===== src/rtl/irq_pkg.sv =====
package irq_pkg;
  localparam int WORD_W = 24;
  localparam int ADDR_W = 14;
  localparam int XFLD_W = 3;
  localparam int OPC_W  = 6;
  localparam logic [OPC_W-1:0] BSR_OPC = 6'o12;

  // Forced indirect branch-and-store-return: opcode, no index, indirect, vector
  function automatic logic [WORD_W-1:0] make_forced_word(input logic [ADDR_W-1:0] vec);
    return {BSR_OPC, {XFLD_W{1'b0}}, 1'b1, vec};
  endfunction
endpackage


===== src/rtl/irq_mask_gate.sv =====
module irq_mask_gate #(
  parameter int NUM_LVL = 16
) (
  input  logic               clk,
  input  logic               rst_n,
  input  logic               mask_wr,
  input  logic [NUM_LVL-1:0] mask_data,
  input  logic               gie_set,
  input  logic               gie_clr,
  input  logic               take,
  input  logic [NUM_LVL-1:0] req,
  output logic [NUM_LVL-1:0] mask_q,
  output logic               gie_q,
  output logic [NUM_LVL-1:0] eligible
);
  always_ff @(posedge clk) begin
    if (!rst_n) begin
      mask_q <= '0;
      gie_q  <= 1'b0;
    end else begin
      if (mask_wr) mask_q <= mask_data;
      if (gie_clr || take) gie_q <= 1'b0;
      else if (gie_set)    gie_q <= 1'b1;
    end
  end

  assign eligible = req & mask_q & {NUM_LVL{gie_q}};
endmodule


===== src/rtl/irq_prio_pick.sv =====
module irq_prio_pick #(
  parameter int NUM_LVL = 16
) (
  input  logic [NUM_LVL-1:0] vec,
  output logic [NUM_LVL-1:0] grant,
  output logic               any
);
  logic [NUM_LVL:0] seen;
  assign seen[0] = 1'b0;

  for (genvar g = 0; g < NUM_LVL; g++) begin : g_lvl
    assign grant[g]  = vec[g] & ~seen[g];
    assign seen[g+1] = seen[g] | vec[g];
  end

  assign any = seen[NUM_LVL];
endmodule


===== src/rtl/irq_vector_ctrl.sv =====
module irq_vector_ctrl
  import irq_pkg::*;
#(
  parameter int NUM_LVL = 16,
  parameter int ID_W    = 6
) (
  input  logic               clk,
  input  logic               rst_n,
  input  logic [NUM_LVL-1:0] req_i,
  output logic [NUM_LVL-1:0] ack_o,
  input  logic [ID_W-1:0]    id_i,
  input  logic               mask_wr_i,
  input  logic [NUM_LVL-1:0] mask_data_i,
  input  logic               gie_set_i,
  input  logic               gie_clr_i,
  input  logic               boundary_i,
  output logic               force_o,
  output logic [WORD_W-1:0]  force_word_o,
  output logic               id_err_o,
  output logic               gie_o
);
  localparam int PAD_W = ADDR_W - ID_W;

  logic [NUM_LVL-1:0] mask_q;
  logic               gie_q;
  logic [NUM_LVL-1:0] eligible_w;
  logic [NUM_LVL-1:0] grant_w;
  logic               any_w;
  logic               take_w;
  logic               id_ok_w;

  irq_mask_gate #(.NUM_LVL(NUM_LVL)) u_gate (
    .clk       (clk),
    .rst_n     (rst_n),
    .mask_wr   (mask_wr_i),
    .mask_data (mask_data_i),
    .gie_set   (gie_set_i),
    .gie_clr   (gie_clr_i),
    .take      (take_w),
    .req       (req_i),
    .mask_q    (mask_q),
    .gie_q     (gie_q),
    .eligible  (eligible_w)
  );

  irq_prio_pick #(.NUM_LVL(NUM_LVL)) u_pick (
    .vec   (eligible_w),
    .grant (grant_w),
    .any   (any_w)
  );

  assign take_w  = boundary_i & any_w;
  assign id_ok_w = (id_i != '0);

  always_ff @(posedge clk) begin
    if (!rst_n) begin
      ack_o        <= '0;
      force_o      <= 1'b0;
      force_word_o <= '0;
      id_err_o     <= 1'b0;
    end else begin
      ack_o        <= take_w ? grant_w : '0;
      force_o      <= take_w & id_ok_w;
      id_err_o     <= take_w & ~id_ok_w;
      force_word_o <= (take_w & id_ok_w) ? make_forced_word({{PAD_W{1'b0}}, id_i}) : '0;
    end
  end

  assign gie_o = gie_q;
endmodule


===== config.mk =====
export PLATFORM = sky130hd
export DESIGN_NAME = irq_vector_ctrl
export DESIGN_NICKNAME = d
export VERILOG_FILES = /design/src/rtl/irq_pkg.sv /design/src/rtl/irq_mask_gate.sv /design/src/rtl/irq_prio_pick.sv /design/src/rtl/irq_vector_ctrl.sv
export SDC_FILE = /design/constraint.sdc
export NUM_CORES = 1
export LEC_CHECK = 0
export BUFFER_PORTS_ARGS = -buffer_cell sky130_fd_sc_hd__buf_2
export CAP_MARGIN = 5
export CORE_ASPECT_RATIO = 1.75
export CORE_MARGIN = 3
export CORE_UTILIZATION = 40
export CTS_CLUSTER_DIAMETER = 150
export CTS_CLUSTER_SIZE = 25
export DETAILED_ROUTE_END_ITERATION = 8
export HOLD_SLACK_MARGIN = 0.12
export PLACE_DENSITY = 0.68
export SYNTH_ARGS = -nofsm -noshare
export SYNTH_HDL_FRONTEND = slang
export SYNTH_SLANG_ARGS = --single-unit

===== constraint.sdc =====
create_clock -name clk -period 2 [get_ports clk]
set_input_delay 0.1 -clock clk [delete_from_list [all_inputs] [get_ports clk]]
set_output_delay 0.1 -clock clk [all_outputs]
set_load 0.005 [all_outputs]

==> metrics, run 1 <==
Post-Synth XOR/XNOR Area 0%; setup violators final 0; Cell Count, Final, Fillers Out 324; worst IR drop on VDD 0.521 mV; largest net degree at the start of global routing 20; Die ar. 0.00498 sq mm; R2R Setup Slk 0.34 ns; TritonCTS clock tree built; first-pass GRT wire length 6.60 mm; cts bufs inserted 5; Post-Synth Simple-Gate Area 23.4%; setup_tns 0 ns; Crit Path Max Fanout 12; Post-synth ARST share 0%; clock tree root driver cell clkbuf_8; max incr delay on CP 0.53 ns; post-synthesis mux area share 9.67%; Hold WS 0.134 ns; Worst Path Required 2.18 ns; RSZ-0062 raised after global routing false; Resize count post-CTS 0; Die Ht 91.1 microns; CP max stage cell dlygate4sd3_1; min-delay worst type primary input to flip-flop; vias per cell 4.67; Post-synth EDFFs 0; Seq/Total Area, Yosys 49.6%; DRC violations left 0; count of different cell masters after synthesis 33; initial antenna violation count 0; Post-synth top flop dfxtp_1; CP bufs+invs 2; complex-gate fraction of the synthesized area 6.50%; clock transition at the registers of the reported paths 0.07 ns; Post-DP HPWL 2.84 mm; final WL 3.98 mm; max cap viols 0; Layout Skew 0.00825 ns; post-synthesis adder-cell area fraction 0%; Syn. warnings 0; Vias 1513; post-route clock period utilization 90.2%; largest family of logic cells by synthesized area simple AND/OR/NAND/NOR gates; clock sink total 41; startpoint types primary input; Cell Area, Synth 0.00166 sq mm; # diodes 0; run status completed; Port Buffers 71; gr ovfl total 0; Slew Viols, Final 0; Total GRT Usage 17.7%; Nets 319; final hold vios 0; Tot Pwr 0.00174 W; Synth Register Bits 41; drt initial violations 21; CP arrival 1.98 ns; Layout area overhead 49.0%; FMAX 0.554 GHz; power per standard cell area 704 mW/mm^2; Cell Chain, Critical Path dlygate4sd3_1 > buf_2 > a22oi_1 > a41oi_1 > or3b_1 > and4b_1; row cnt 30; layout cells sized above 1 30.4%; Leak Pwr 1.18 nW; synth top area cells dfxtp_1 50%, mux2i_1 9.7%, buf_4 8.2%, nor2b_1 6.0%, nand2_1 3.4%; H-Tree Depth 2; top cell type's share of synthesized area 49.6%; hold_buf cts 38; RePlAce Congestion 0.764; synthesized area per cell 9.91 sq um; vias in the first global route 1558; Clock Tree Buf Depth 2; area of the multi-input gates 711 sq um; Final ANT Viol Nets 0; Worst-Skew Late Latency 0.29 ns; top cell type by total area after synthesis dfxtp_1; drt pass-1 iters 4; wire length per cell 12.3 microns; number of post-CTS setup repair buffers 0; Core ar. 0.00394 sq mm; fillers 341; FF/Latch Area 821 sq um; Critical Path Sink Type flip-flop; fin util 62.6%; Final min period 1.80 ns; Top Ports 87; Initial Utilization 42.0%; Worst path top cell family by delay simple AND/OR/NAND/NOR gates; WS Path Type primary input to flip-flop; Die X 54.6 microns; Post-Syn Instances 167; placed cells 278
report_power, final:
group | internal [W] | switching [W] | total, W
registers | 0.000840 | 0.0000157 | 0.000856
clock network | 0.000407 | 0.000257 | 0.000664
logic | 0.000127 | 0.0000893 | 0.000217
total | 0.00137 | 0.000362 | 0.00174
registers in the layout, indices dropped and copies added, names as in the netlist:
name           count
id_err_o           1
u_gate.gie_q       1
u_gate.mask_q     16
force_word_o       7
ack_o             16
kinds of logic (layout without fill, tap and decap cells):
group	after synthesis	in the layout
AND/OR/NAND/NOR	69	69
multiplexers	16	16
buffers and inverters	26	121
other	1	15
flip-flops	41	41
AO/OA/AOI/OAI	14	14
path summary, 6_finish.rpt:
| kind | start | endpoint | depth (start not counted) |
|---|---|---|---|
| max reg2reg | u_gate.gie_q | ack_o[12] | 5 |
| max | req_i[8] | ack_o[1] | 6 |
| min reg2reg | u_gate.mask_q[11] | ack_o[11] | 2 |
| min | req_i[5] | ack_o[5] | 3 |
per-stage QoR:
stage               setup slack (ns)  cell area [sq um]
finish                         0.196               2470
global route                  0.0762               2470
CTS                            0.198               2470
detailed placement             0.352               1970
global placement               0.321               1970
floorplan                      0.496               1710
layout make-up:
cell class / instances / share of cell area, %
Clock inverter: 1 / 1.22
Sequential cell: 41 / 33.3
Clock buffer: 7 / 3.50
Timing Repair Buffer: 111 / 30.4
Tap cell: 48 / 2.44
Multi-Input combinational cell: 114 / 28.8
Inverter: 2 / 0.304
worst min-delay path: stages:
cell and delay [ns]:
buf_2 0.10, nand2_1 0.11, nor4b_1 0.07
layer usage:
layer	vias up	routed length (microns)	share of wire, %	track usage (%)
li1	761	-	-	-
met1	675	1430	36	18.0
met2	64	2150	54	31.3
met3	13	287	7.2	4.27
met4	0	109	2.7	8.32
met5	-	0	0	0
placed cells by master (no fill, tap or decap), drive strengths merged:
| cell | count |
|---|---|
| a22oi | 4 |
| nand4 | 1 |
| bufinv | 1 |
| dlygate4sd3 | 38 |
| conb | 15 |
| and3 | 8 |
| or3b | 1 |
| a21oi | 3 |
| nor3b | 1 |
| nor4 | 2 |
| nand3 | 6 |
| nand2 | 15 |
| nor2 | 7 |
| nor4b | 4 |
| nor3 | 4 |
| a211oi | 1 |
| o21a | 1 |
| a41oi | 1 |
| o211ai | 1 |
| buf | 73 |
| or2 | 1 |
| a41o | 1 |
| and4 | 1 |
| a22o | 2 |
| clkbuf | 7 |
| and2 | 1 |
| and4b | 1 |
| nor2b | 16 |
| inv | 2 |
| mux2i | 16 |
| dfxtp | 41 |
Yosys cell counts (3+ instances only):
cell type / instances
a22oi_1: 4
nor2b_1: 16
dfxtp_1: 41
and3_1: 7
buf_2: 3
mux2i_1: 16
nand2_1: 15
nor2_1: 7
nor3_1: 4
nor4b_1: 4
buf_4: 18
nand3_1: 6
Note: power is estimated with default switching activity, not from simulation.
==> inputs of run 2 (changes only) <==
--- a/config.mk
+++ b/config.mk
@@ -5,6 +5,7 @@
 export SDC_FILE = /design/constraint.sdc
 export NUM_CORES = 1
 export LEC_CHECK = 0
+export ABC_AREA = 1
 export BUFFER_PORTS_ARGS = -buffer_cell sky130_fd_sc_hd__buf_2
 export CAP_MARGIN = 5
 export CORE_ASPECT_RATIO = 1.75
==> run 2 against run 1 <==
Synthesized cell count grew 25%. Global-route usage decreased by 0.73 points. Clock skew down 0.0029 ns. Combinational power up 4%. Hold slack improved by 0.00068 ns. Largest cell class unchanged. Total power grew 6.7%. Critical path depth increased by 4. Sequential power rose by 0.7%. Non-clock buffer count down 4. Area after synthesis increased by 0.15%. Sequential share of layout area decreased by 0.067 points. Via count grew 6.3%.
==> metrics, run 2 <==
pre-CTS WS 0.0660 ns; Syn. warnings 0; WS Path Type flip-flop to flip-flop; Layout Skew 0.00538 ns; Cell Chain, Critical Path nand3_4 > nand4_1 > nor2_4 > nand4_1 > nor2_2 > nand4_1 > nor2_2 > nand4_4 > nand4_1 > nor2_1; wire length per cell 11.2 microns; RSZ-0062 raised after global routing true; crit path from u_gate.gie_q; leading cell types in the layout, fill and taps excluded 70 x buf_2, 60 x nor2_1, 40 x dfxtp_1; gr ovfl total 0; CP bufs+invs 0; leading registers by flop count ack_o x16, u_gate.mask_q x16, force_word_o x7; Int Pwr 0.00146 W; Post-synth EDFFs 0; Critical Path Most Common Cell nand4_1; Vias 1609; DRC violations left 0; Final Worst Setup Slack 0.0676 ns; Reg2Reg Depth 10; Top Ports 87; Die ar. 0.00498 sq mm; power per standard cell area 747 mW/mm^2; synth top area cells dfxtp_1 50%, nor2_1 14%, buf_4 8.2%, nand3_1 6.0%, nand4_1 5.3%; # diodes 0; Critical Path Stages 10; Cell Area, Synth 0.00166 sq mm; Crit Path Max Fanout 7; Cell Count, Final, Fillers Out 361; sequential power share 46.5%; Tot Pwr 0.00185 W; hold path cells 3; clock transition at the registers of the reported paths 0.07 ns; top post-synthesis cells by count 60 x nor2_1, 41 x dfxtp_1, 20 x nand3_1; vias per cell 4.46; Synth Register Bits 41; FMAX 0.517 GHz; switching part of the total 21.4%; CP arrival 2.11 ns; Worst Min Path Start gie_set_i; Post-synth top flop dfxtp_1; Layout area overhead 49.7%; Switch Pwr 0.000397 W; Clock Tree Buf Depth 2; Leak Pwr 1.30 nW; Post-DP HPWL 2.82 mm; final hold vios 0; Worst path top cell family by delay simple AND/OR/NAND/NOR gates; fillers 345; count of different cell masters after synthesis 18; post-route clock period utilization 96.6%; R2R Setup Slk 0.07 ns; startpoint types flip-flop; top cell type by total area after synthesis dfxtp_1; Hold WS 0.135 ns; largest net degree at the start of global routing 22; H-Tree Depth 2; Critical Path Sink Type flip-flop; drt pass-1 iters 4; min-delay worst type primary input to flip-flop; Final ANT Viol Nets 0; Nets 356; max incr delay on CP 0.38 ns; initial antenna violation count 0; Reg-to-Reg Start u_gate.gie_q; clock tree root driver cell clkbuf_8; Final min period 1.93 ns; Core ar. 0.00394 sq mm; cts bufs inserted 5; Worst-Skew Late Latency 0.29 ns; commonest non-fill, non-tap cell in the layout buf_2; setup violators final 0; placed cells 319; drt initial violations 13; Seq/Total Area, Yosys 49.5%; worst IR drop on VDD 0.619 mV; top cell type's share of synthesized area 49.5%; TritonCTS clock tree built; row cnt 30; run status completed; RePlAce Congestion 0.713; count leader, synth nor2_1; worst r2r dst force_word_o[1]; final WL 4.04 mm; vias in the first global route 1514; setup_tns 0 ns; Clock power frac 41.4%; CP max stage cell dfxtp_4; Die Ht 91.2 microns; power share of the combinational group 12.1%; synthesized area per cell 7.93 sq um; max cap viols 0; Initial Utilization 42.1%; Slew Viols, Final 0; clock sink total 41; Hold Path Sink u_gate.gie_q; Worst Path Required 2.18 ns; first-pass GRT wire length 6.29 mm; layout cells sized above 1 30.0%; Post-Syn Instances 209; Post-synth ARST share 0%; Total GRT Usage 17.0%; Die X 54.7 microns; Port Buffers 71
-- run 2: worst max path at each step --
stage                            endpoint
after floorplan                  id_err_o
after global placement           ack_o[3]
after detailed placement         ack_o[3]
after CTS                        ack_o[3]
after global routing      force_word_o[1]
final                     force_word_o[1]
-- run 2: kinds of logic after synthesis --
kind of cell | synth area share, %
buffers and inverters | 15.2
other | 0.226
AND/OR/NAND/NOR | 29.5
AO/OA/AOI/OAI | 5.58
flip-flops | 49.5
-- run 2: power groups by stage --
stage | logic [W] | registers [W] | clock network [W]
finish | 0.000225 | 0.000862 | 0.000767
global route | 0.000253 | 0.000865 | 0.000810
CTS | 0.000206 | 0.000861 | 0.000786
detailed placement | 0.000157 | 0.000880 | 0
global placement | 0.000155 | 0.000879 | 0
floorplan | 0.000112 | 0.000877 | 0
-- run 2: worst register-to-register path: cells and delay by family, from the launching register on --
kind	cells	cell delay (ns)
DFF	1	0.38
and+or+nand+nor	10	1.45
-- run 2: metrics by stage --
| stage | util [%] | area (sq um) |
|---|---|---|
| 6_report | 63.0 | 2480 |
| 2_1_floorplan | - | 1710 |
| 5_1_grt | 63.0 | 2480 |
| 3_5_place_dp | 49.7 | 1960 |
| 3_3_place_gp | 49.7 | 1960 |
| 4_1_cts | 61.3 | 2410 |
-- run 2: repair_timing --
item | in CTS | in global routing
hold endpoints to repair | 34 | 0
setup endpoints to repair | 0 | 22
hold buffers | 32 | 0
gates resized for setup | 0 | 13
setup buffers | 0 | 4
-- run 2: layer usage --
metal,track usage [%],wire length (microns),vias to the layer above
met5,0,0,-
met4,9.15,99,0
met3,3.45,283,7
met2,30.9,2150,63
met1,16.2,1510,692
li1,-,-,847
-- run 2: layout make-up --
cell class              count  area (sq um)  share of cell area [%]
clock inverters             3          65.1                    2.62
clock buffers               5          68.8                    2.77
flip-flops and latches     41           825                    33.2
multi-input cells         138           677                    27.3
inverters                  19          71.3                    2.87
well taps                  48          60.1                    2.42
repair buffers            107           716                    28.8
